**config.mk**
```make
export PLATFORM = sky130hd
export DESIGN_NAME = dring_walker
export DESIGN_NICKNAME = d
export VERILOG_FILES = /design/src/rtl/dw_pkg.sv /design/src/rtl/dw_ring_ptr.sv /design/src/rtl/dw_desc_decode.sv /design/src/rtl/dw_wb_format.sv /design/src/rtl/dring_walker.sv
export SDC_FILE = /design/constraint.sdc
export NUM_CORES = 1
export LEC_CHECK = 0
export BUFFER_PORTS_ARGS = -buffer_cell sky130_fd_sc_hd__buf_2
export CORE_MARGIN = 3
export CORE_UTILIZATION = 45
export DETAILED_ROUTE_END_ITERATION = 12
export HOLD_SLACK_MARGIN = 0.05
export PLACE_DENSITY_LB_ADDON = 0.08
export SYNTH_ARGS = -nofsm -noshare
export SYNTH_HDL_FRONTEND = slang
export SYNTH_HIERARCHICAL = 1
export SYNTH_SLANG_ARGS = --single-unit
```
**constraint.sdc**
```tcl
create_clock -name clk -period 5.1 [get_ports clk]
set_input_delay 0.765 -clock clk [delete_from_list [all_inputs] [get_ports clk]]
set_output_delay 0.765 -clock clk [all_outputs]
set_load 0.05 [all_outputs]
```
**src/rtl/dw_pkg.sv**
```systemverilog
`timescale 1ns/1ps
package dw_pkg;
   localparam int OWN_BIT = 31;
   localparam int EOR_BIT = 30;

   typedef enum logic [2:0] {
      ST_IDLE,
      ST_RD0,
      ST_RD1,
      ST_CHK,
      ST_MOVE,
      ST_WB,
      ST_HALT
   } dw_state_e;
endpackage

```
**src/rtl/dw_ring_ptr.sv**
```systemverilog
`timescale 1ns/1ps
// Ring index register and descriptor word address generation.
module dw_ring_ptr #(
   parameter int ADDR_W    = 32,
   parameter int IDX_W     = 12,
   parameter int STRIDE_LG = 4
) (
   input  logic              clk,
   input  logic              rst_n,
   input  logic [ADDR_W-1:0] ring_base,
   input  logic              adv,
   input  logic              wrap,
   input  logic              word_sel,
   output logic [ADDR_W-1:0] addr
);
   logic [IDX_W-1:0] idx_q;

   always_ff @(posedge clk) begin
      if (!rst_n)
         idx_q <= '0;
      else if (adv)
         idx_q <= wrap ? '0 : idx_q + IDX_W'(1);
   end

   assign addr = ring_base + (ADDR_W'(idx_q) << STRIDE_LG)
                 + (word_sel ? ADDR_W'(4) : '0);
endmodule

```
**src/rtl/dw_desc_decode.sv**
```systemverilog
`timescale 1ns/1ps
// Length capping and buffer alignment check.
module dw_desc_decode #(
   parameter int ADDR_W    = 32,
   parameter int LEN_W     = 16,
   parameter int BUF_BYTES = 1536,
   parameter int ALIGN_LG  = 2,
   parameter bit CLAMP_EN  = 1'b1
) (
   input  logic [LEN_W-1:0]  raw_len,
   input  logic [ADDR_W-1:0] raw_addr,
   output logic [LEN_W-1:0]  xfer_len,
   output logic [ADDR_W-1:0] buf_addr,
   output logic              misaligned
);
   assign buf_addr = raw_addr;

   generate
      if (CLAMP_EN) begin : g_clamp
         localparam logic [LEN_W-1:0] CAP = LEN_W'(BUF_BYTES);
         assign xfer_len = (raw_len > CAP) ? CAP : raw_len;
      end else begin : g_pass
         assign xfer_len = raw_len;
      end

      if (ALIGN_LG > 0) begin : g_align
         assign misaligned = |raw_addr[ALIGN_LG-1:0];
      end else begin : g_noalign
         assign misaligned = 1'b0;
      end
   endgenerate
endmodule

```
**src/rtl/dw_wb_format.sv**
```systemverilog
`timescale 1ns/1ps
// Builds the writeback word: ownership cleared, ring flag kept, status length.
module dw_wb_format import dw_pkg::*; #(
   parameter int LEN_W = 16
) (
   input  logic             eor,
   input  logic [LEN_W-1:0] dlen,
   output logic [31:0]      word
);
   always_comb begin
      word              = '0;
      word[LEN_W-1:0]   = dlen;
      word[EOR_BIT]     = eor;
      word[OWN_BIT]     = 1'b0;
   end
endmodule

```
**src/rtl/dring_walker.sv**
```systemverilog
`timescale 1ns/1ps
module dring_walker import dw_pkg::*; #(
   parameter int ADDR_W      = 32,
   parameter int LEN_W       = 16,
   parameter int IDX_W       = 12,
   parameter int DESC_WORDS  = 4,
   parameter int BUF_BYTES   = 1536,
   parameter int ALIGN_BYTES = 4,
   parameter bit CLAMP_EN    = 1'b1
) (
   input  logic              clk,
   input  logic              rst_n,
   input  logic [ADDR_W-1:0] ring_base,
   input  logic              kick,
   output logic              mem_req,
   output logic              mem_we,
   output logic [ADDR_W-1:0] mem_addr,
   output logic [31:0]       mem_wdata,
   input  logic [31:0]       mem_rdata,
   input  logic              mem_ack,
   output logic              mov_req,
   output logic [ADDR_W-1:0] mov_addr,
   output logic [LEN_W-1:0]  mov_len,
   input  logic              mov_done,
   input  logic [LEN_W-1:0]  mov_dlen,
   output logic              dsc_done,
   output logic              err_align,
   output logic              busy
);
   localparam int STRIDE_BYTES = DESC_WORDS * 4;
   localparam int STRIDE_LG    = $clog2(STRIDE_BYTES);
   localparam int ALIGN_LG     = $clog2(ALIGN_BYTES);

   generate
      if (ADDR_W > 32 || ADDR_W < IDX_W + STRIDE_LG) begin : g_bad_addr
         $error("dring_walker: ADDR_W out of range");
      end
      if (LEN_W > 28 || LEN_W < 1) begin : g_bad_len
         $error("dring_walker: LEN_W must be 1..28");
      end
      if ((1 << STRIDE_LG) != STRIDE_BYTES || DESC_WORDS < 2) begin : g_bad_stride
         $error("dring_walker: DESC_WORDS must be a power of two >= 2");
      end
      if ((1 << ALIGN_LG) != ALIGN_BYTES) begin : g_bad_align
         $error("dring_walker: ALIGN_BYTES must be a power of two");
      end
      if (BUF_BYTES >= (1 << LEN_W)) begin : g_bad_buf
         $error("dring_walker: BUF_BYTES does not fit LEN_W");
      end
   endgenerate

   dw_state_e         st_q, st_d;
   logic              eor_q;
   logic [LEN_W-1:0]  len_q;
   logic [LEN_W-1:0]  dlen_q;
   logic [ADDR_W-1:0] w1_q;
   logic              done_q;
   logic              adv;
   logic              word_sel;
   logic              misal;
   logic [LEN_W-1:0]  xfer_len;
   logic [ADDR_W-1:0] buf_addr;

   dw_ring_ptr #(
      .ADDR_W(ADDR_W), .IDX_W(IDX_W), .STRIDE_LG(STRIDE_LG)
   ) u_ptr (
      .clk(clk), .rst_n(rst_n), .ring_base(ring_base), .adv(adv),
      .wrap(eor_q), .word_sel(word_sel), .addr(mem_addr)
   );

   dw_desc_decode #(
      .ADDR_W(ADDR_W), .LEN_W(LEN_W), .BUF_BYTES(BUF_BYTES),
      .ALIGN_LG(ALIGN_LG), .CLAMP_EN(CLAMP_EN)
   ) u_dec (
      .raw_len(len_q), .raw_addr(w1_q), .xfer_len(xfer_len),
      .buf_addr(buf_addr), .misaligned(misal)
   );

   dw_wb_format #(.LEN_W(LEN_W)) u_wb (
      .eor(eor_q), .dlen(dlen_q), .word(mem_wdata)
   );

   always_comb begin
      st_d = st_q;
      unique case (st_q)
         ST_IDLE: if (kick) st_d = ST_RD0;
         ST_RD0:  if (mem_ack) st_d = mem_rdata[OWN_BIT] ? ST_RD1 : ST_IDLE;
         ST_RD1:  if (mem_ack) st_d = ST_CHK;
         ST_CHK:  st_d = misal ? ST_HALT : ST_MOVE;
         ST_MOVE: if (mov_done) st_d = ST_WB;
         ST_WB:   if (mem_ack) st_d = ST_RD0;
         ST_HALT: st_d = ST_HALT;
         default: st_d = ST_IDLE;
      endcase
   end

   always_ff @(posedge clk) begin
      if (!rst_n) begin
         st_q   <= ST_IDLE;
         eor_q  <= 1'b0;
         len_q  <= '0;
         dlen_q <= '0;
         w1_q   <= '0;
         done_q <= 1'b0;
      end else begin
         st_q   <= st_d;
         done_q <= (st_q == ST_WB) && mem_ack;
         if (st_q == ST_RD0 && mem_ack) begin
            eor_q <= mem_rdata[EOR_BIT];
            len_q <= mem_rdata[LEN_W-1:0];
         end
         if (st_q == ST_RD1 && mem_ack)
            w1_q <= mem_rdata[ADDR_W-1:0];
         if (st_q == ST_MOVE && mov_done)
            dlen_q <= mov_dlen;
      end
   end

   assign mem_req   = (st_q == ST_RD0) || (st_q == ST_RD1) || (st_q == ST_WB);
   assign mem_we    = (st_q == ST_WB);
   assign word_sel  = (st_q == ST_RD1);
   assign adv       = (st_q == ST_WB) && mem_ack;
   assign mov_req   = (st_q == ST_MOVE);
   assign mov_addr  = buf_addr;
   assign mov_len   = xfer_len;
   assign dsc_done  = done_q;
   assign err_align = (st_q == ST_HALT);
   assign busy      = (st_q != ST_IDLE) && (st_q != ST_HALT);
endmodule

```
Word-level counts from Yosys, hierarchy flattened
Index checks and enable logic that the tools add are counted.
{"block": "word_totals", "reg_bits": 81, "in_bits": 85, "out_inout_bits": 118}
{"block": "op_classes", "n_addsub": 3, "order_cmp": 1, "n_eq_ne": 12, "muxes": 11, "reduce_logical": 11}
{"op": "$add 32x16->32", "n": 1}
{"op": "$add 32x32->32", "n": 1}
{"op": "$pmux 3 s7", "n": 1}
{"op": "$mux 3", "n": 6}
{"op": "$gt 16x11->1 const B", "n": 1}
{"op": "$mux 16", "n": 1}
{"op": "$add 12x1->12 const B", "n": 1}
{"op": "$mux 12", "n": 1}
{"op": "$eq 3x3->1 const B", "n": 3}
{"op": "$eq 3x2->1 const B", "n": 2}
{"op": "$ne 2x2->1 const B", "n": 3}
{"op": "$logic_and 1x1->1", "n": 5}
{"op": "$reduce_and 5->1", "n": 1}
{"op": "$mux 2", "n": 2}
{"op": "$ne 2x1->1 const B", "n": 2}
{"op": "$eq 3x1->1 const B", "n": 1}
{"op": "$logic_not 3->1", "n": 1}
{"op": "$ne 3x3->1 const B", "n": 1}
{"op": "$reduce_bool 3->1", "n": 1}
{"op": "$logic_or 1x1->1", "n": 2}
{"op": "$reduce_or 2->1", "n": 1}

Depth between registers and ports, before layout
{"block": "logic_depth", "depth_word": 3, "mapped_depth": 11}

Hierarchy
The synthesis kept the hierarchy.
{"module": "dring_walker", "instances": 1, "cells_each": 326, "area_each_um2": 2911.5, "seq_area_each_um2": 1381.3}
{"module": "dw_ring_ptr", "instances": 1, "cells_each": 204, "area_each_um2": 1560.2, "seq_area_each_um2": 240.2}
{"module": "dw_desc_decode", "instances": 1, "cells_each": 59, "area_each_um2": 405.4, "seq_area_each_um2": 0.0}
{"module": "dw_wb_format", "instances": 1, "cells_each": 33, "area_each_um2": 244.0, "seq_area_each_um2": 0.0}

Worst setup path before layout
Ideal clock, no wire load.
{"block": "synth_timing", "kind": "register to output", "from": "reg st_q[0]", "to": "out mem_addr[30]", "t_arrival_ns": 3.124, "required_time_ns": 4.335, "path_slack_ns": 1.211, "path_stages_with_launch": 12, "n_path_buf": 2, "cell_sequence": "dfxtp_1 buf_4 buf_2 nor3_1 ha_1 ha_1 a21oi_1 nand4b_1 a21oi_1 o311ai_2 a2111oi_0 xor2_1"}
{"block": "synth_via", "elab_chain_len": 3}
{"element": "start, declared", "line_no": "dring_walker.sv:52", "text": "dw_state_e st_q, st_d;"}
{"element": "start signal, assigned", "line_no": "dring_walker.sv:106", "text": "st_q <= st_d;"}
{"element": "$eq 3x2->1", "line_no": "dring_walker.sv:121", "text": "assign word_sel = (st_q == ST_RD1);"}
{"element": "named net word_sel", "line_no": "dring_walker.sv:59", "text": "logic word_sel;"}
{"element": "$mux 3", "line_no": "dw_ring_ptr.sv:26", "text": "+ (word_sel ? ADDR_W'(4) : '0);"}
{"element": "$add 32x32->32", "line_no": "dw_ring_ptr.sv:26"}
{"element": "end, declared", "line_no": "dring_walker.sv:17", "text": "output logic [ADDR_W-1:0] mem_addr,"}
The timed path passes the listed nets, and every way through them passes these cells.

Worst setup path in the final report
{"block": "layout_timing", "from": "reg st_q[1]", "to": "out mem_addr[30]"}
The elaborated chain is that of the path after synthesis.

==> results.cfg <==
[routing]
drt-total-wl_um = 11800
drt-vias-per-instance = 5.06
dr.pass1.iters = 4
wl_per_cell_um = 13.6
drc = 0
ant_nets = 0
vias = 4383
drt-initial-drc-count = 311

[status]
status = finished, final reports clean

[die]
die_x_um = 113
io_pins = 203
initial_utilization_pct = 46.6
core_area_um2 = 11000
fp.dieArea_um2 = 12700
die_y_um = 113
fp-row-count = 38

[logic_synthesis]
synth_cells = 622
synthTopCellsByArea = dfxtp_1 32%, buf_4 12%, nand2_1 7.7%
synth-seq-cells = 81
synth-simple-area-share_pct = 27.1
yosys.area_share.adder_pct = 3.66
synth-xor-area-share_pct = 6.16
ys.flop_type = dfxtp_1
muxShareOfSynthArea_pct = 0.611
synth_edf_count = 0
synth_top_area_share_pct = 31.7
ys_seq_area_share_pct = 31.7
yosysWarnings = 6
syn_avg_cell_area_um2 = 8.23
synth_compound_area_share_pct = 15.8
synth_cell_types = 55
yosysTopAreaCell = dfxtp_1
synth_top_family_by_area = simple AND/OR/NAND/NOR gates
synth.cell_area_um2 = 5120
synthArstFlopShare_pct = 0

[critical_path]
reg2reg_setup_slack_ns = 2.72
crit_family = compound AO/OA/AOI/OAI gates
required_ns = 4.34
arrival_ns = 3.63
endpoint_kind = output pin
criticalPathCategory = reg -> out
path_cells = inv_1, nor3_1, ha_1, ha_1, a21oi_1, nand4b_1, a21oi_1, o311ai_2, a2111oi_0, xor2_1, buf_2
critPathSlowestCell = a2111oi_0
critPathLaunch = st_q[1]
r2r-start = st_q[2]
crit_path_max_incr_delay_ns = 0.57
critPathBufInv = 2
worst_setup_path_start_kind = register
path_max_fanout = 11

[cts]
h-tree-depth = 3
post-cts-setup-buffers = 0
numCtsBuffers = 9
cts_hold_buf = 0
cts.sinks = 81
clk-insertion-delay-late_ns = 0.33
tritoncts = built
clockRootBuffer = clkbuf_16
ctsResizeCount = 0
clkSlewWorstSetupHoldPaths_ns = 0.05
clk_path_buf_depth = 2

[sta]
fin_crit_ns = 4.39
worst_pin_slew_ns = 1.17
final.setup.tns_ns = 0
max_slew_margin_pct = 21.7
post-route-period-util_pct = 86.1
setup_violations = 0
slew_viol_final = 0
whs_ns = 0.445
fmax_mhz = 228
rsz0062_at_grt = no
hold_viol = 0
finClkSkew_ns = 0.00405

[cells_and_area]
layout-area-overhead-vs-synth_pct = 13.1
drive_gt1_share_pct = 33.8
design_area_um2 = 5790
n_antenna_cell = 0
fillerInstances = 1075
fin_nets = 822

[global_route]
grt_pass1_vias = 4140
grt_max_degree = 118
antenna_found_initial = 0
globalRoute.totalOverflow = 0
grt_usage_pct = 18.2
grt_pass1_wl_um = 19400

[power]
ir_worst_vdd_uv = 145
powerDensity_nw_per_um2 = 289
p_leak_nw = 2.60

[placement]
gp_congestion = 0.862
hpwl_um = 8770
placed_cell_area_um2 = 5510
portBuffers = 178

[run]
max_cap_viol_count = 0

[hold_path]
min_path_type = reg -> reg
hold_path_startpoint = dlen_q[9]
==> final cells by class <==
cell class,instances,area (µm²),share of cell area [%]
clock buffers,14,264,4.56
clock inverters,2,12.5,0.216
inverters,2,7.51,0.130
multi-input cells,449,2810,48.5
flip-flops and latches,81,1620,28.0
well taps,140,175,3.03
repair buffers,179,901,15.6
==> Yosys cell counts, types with 12 or more instances <==
cell / instances
nand4_1: 12
o21ai_0: 15
dfxtp_1: 81
xnor2_1: 15
buf_4: 79
ha_1: 15
o21ai_1: 13
xor2_1: 21
o21ai_2: 26
a21boi_1: 18
buf_2: 12
clkbuf_1: 12
nand2_1: 105
nor2_1: 23
nand3_2: 21
nand3_1: 39
a21oi_1: 14
==> final timing paths <==
path / depth (start not counted) / endpoint
worst max-delay path: 11 / mem_addr[30]
worst min-delay path: 2 / dlen_q[9]
worst min register to register: 2 / dlen_q[9]
worst max register to register: 8 / u_ptr/idx_q[9]
==> placed cells by master, fill, tap and decap left out, drive strengths merged, types with 2 or more instances in the layout <==
master and instances:
nand4 12, nor3 6, and2 9, clkbuf 14, buf 179, nor2 23, xor2 21, o21ai 54
conb 20, nor4 2, mux2i 2, nand2b 5, a31oi 4, a21o 7, nor3b 9, nand4b 3
inv 2, nand2 105, dfxtp 81, and4bb 3, and3 7, a21boi 18, nor2b 5, xnor2 15
a21oi 14, nand3b 2, a211oi 6, ha 15, nand3 60, a221oi 2, or2 3
==> per-layer routing <==
| layer | GRT usage, % | share of wire (%) |
|---|---|---|
| met5 | 0 | 0 |
| met4 | 6.41 | 1.6 |
| met3 | 5.66 | 9.4 |
| met2 | 28.6 | 44 |
| met1 | 23.7 | 45 |
==> power breakdown <==
part           leakage, nW  switching [mW]  internal, mW
Combinational         1.81           0.301         0.104
Clock                0.133           0.237         0.356
Sequential           0.655          0.0204         0.657
==> metrics by stage <==
step           instances  utilization [%]  worst slack [ns]  power [mW]
2_1_floorplan        640                -              1.21        1.04
3_3_place_gp         851             50.2              1.16        1.09
3_5_place_dp         851             50.2              1.06        1.10
4_1_cts              867             52.7             0.690        1.70
5_1_grt              867             52.7             0.381        1.75
6_report             867             52.7             0.708        1.67
==> sequential cells by signal, summed over array words and instances (netlist names) <==
register and flops:
eor_q 1, len_q 16, st_q 3, dsc_done 1, u_ptr/idx_q 12, dlen_q 16, w1_q 32
==> cell families (layout without fill, tap and decap cells) <==
logic type,Yosys count,after routing
DFF,81,81
muxes,3,3
other,2,20
and+or+nand+nor,260,260
AOI/OAI and AO/OA,115,115
adders and majority gates,15,15
xor gates and xnor gates,36,36
buffers and inverters,110,197
==> tightest hold or removal path, delay by kind of cell (launching register included) <==
kind | cells | cell delay [ns]
simple gates | 1 | 0.05
flops | 1 | 0.30
compound gates | 1 | 0.05
(Power assumes the default switching activity.)
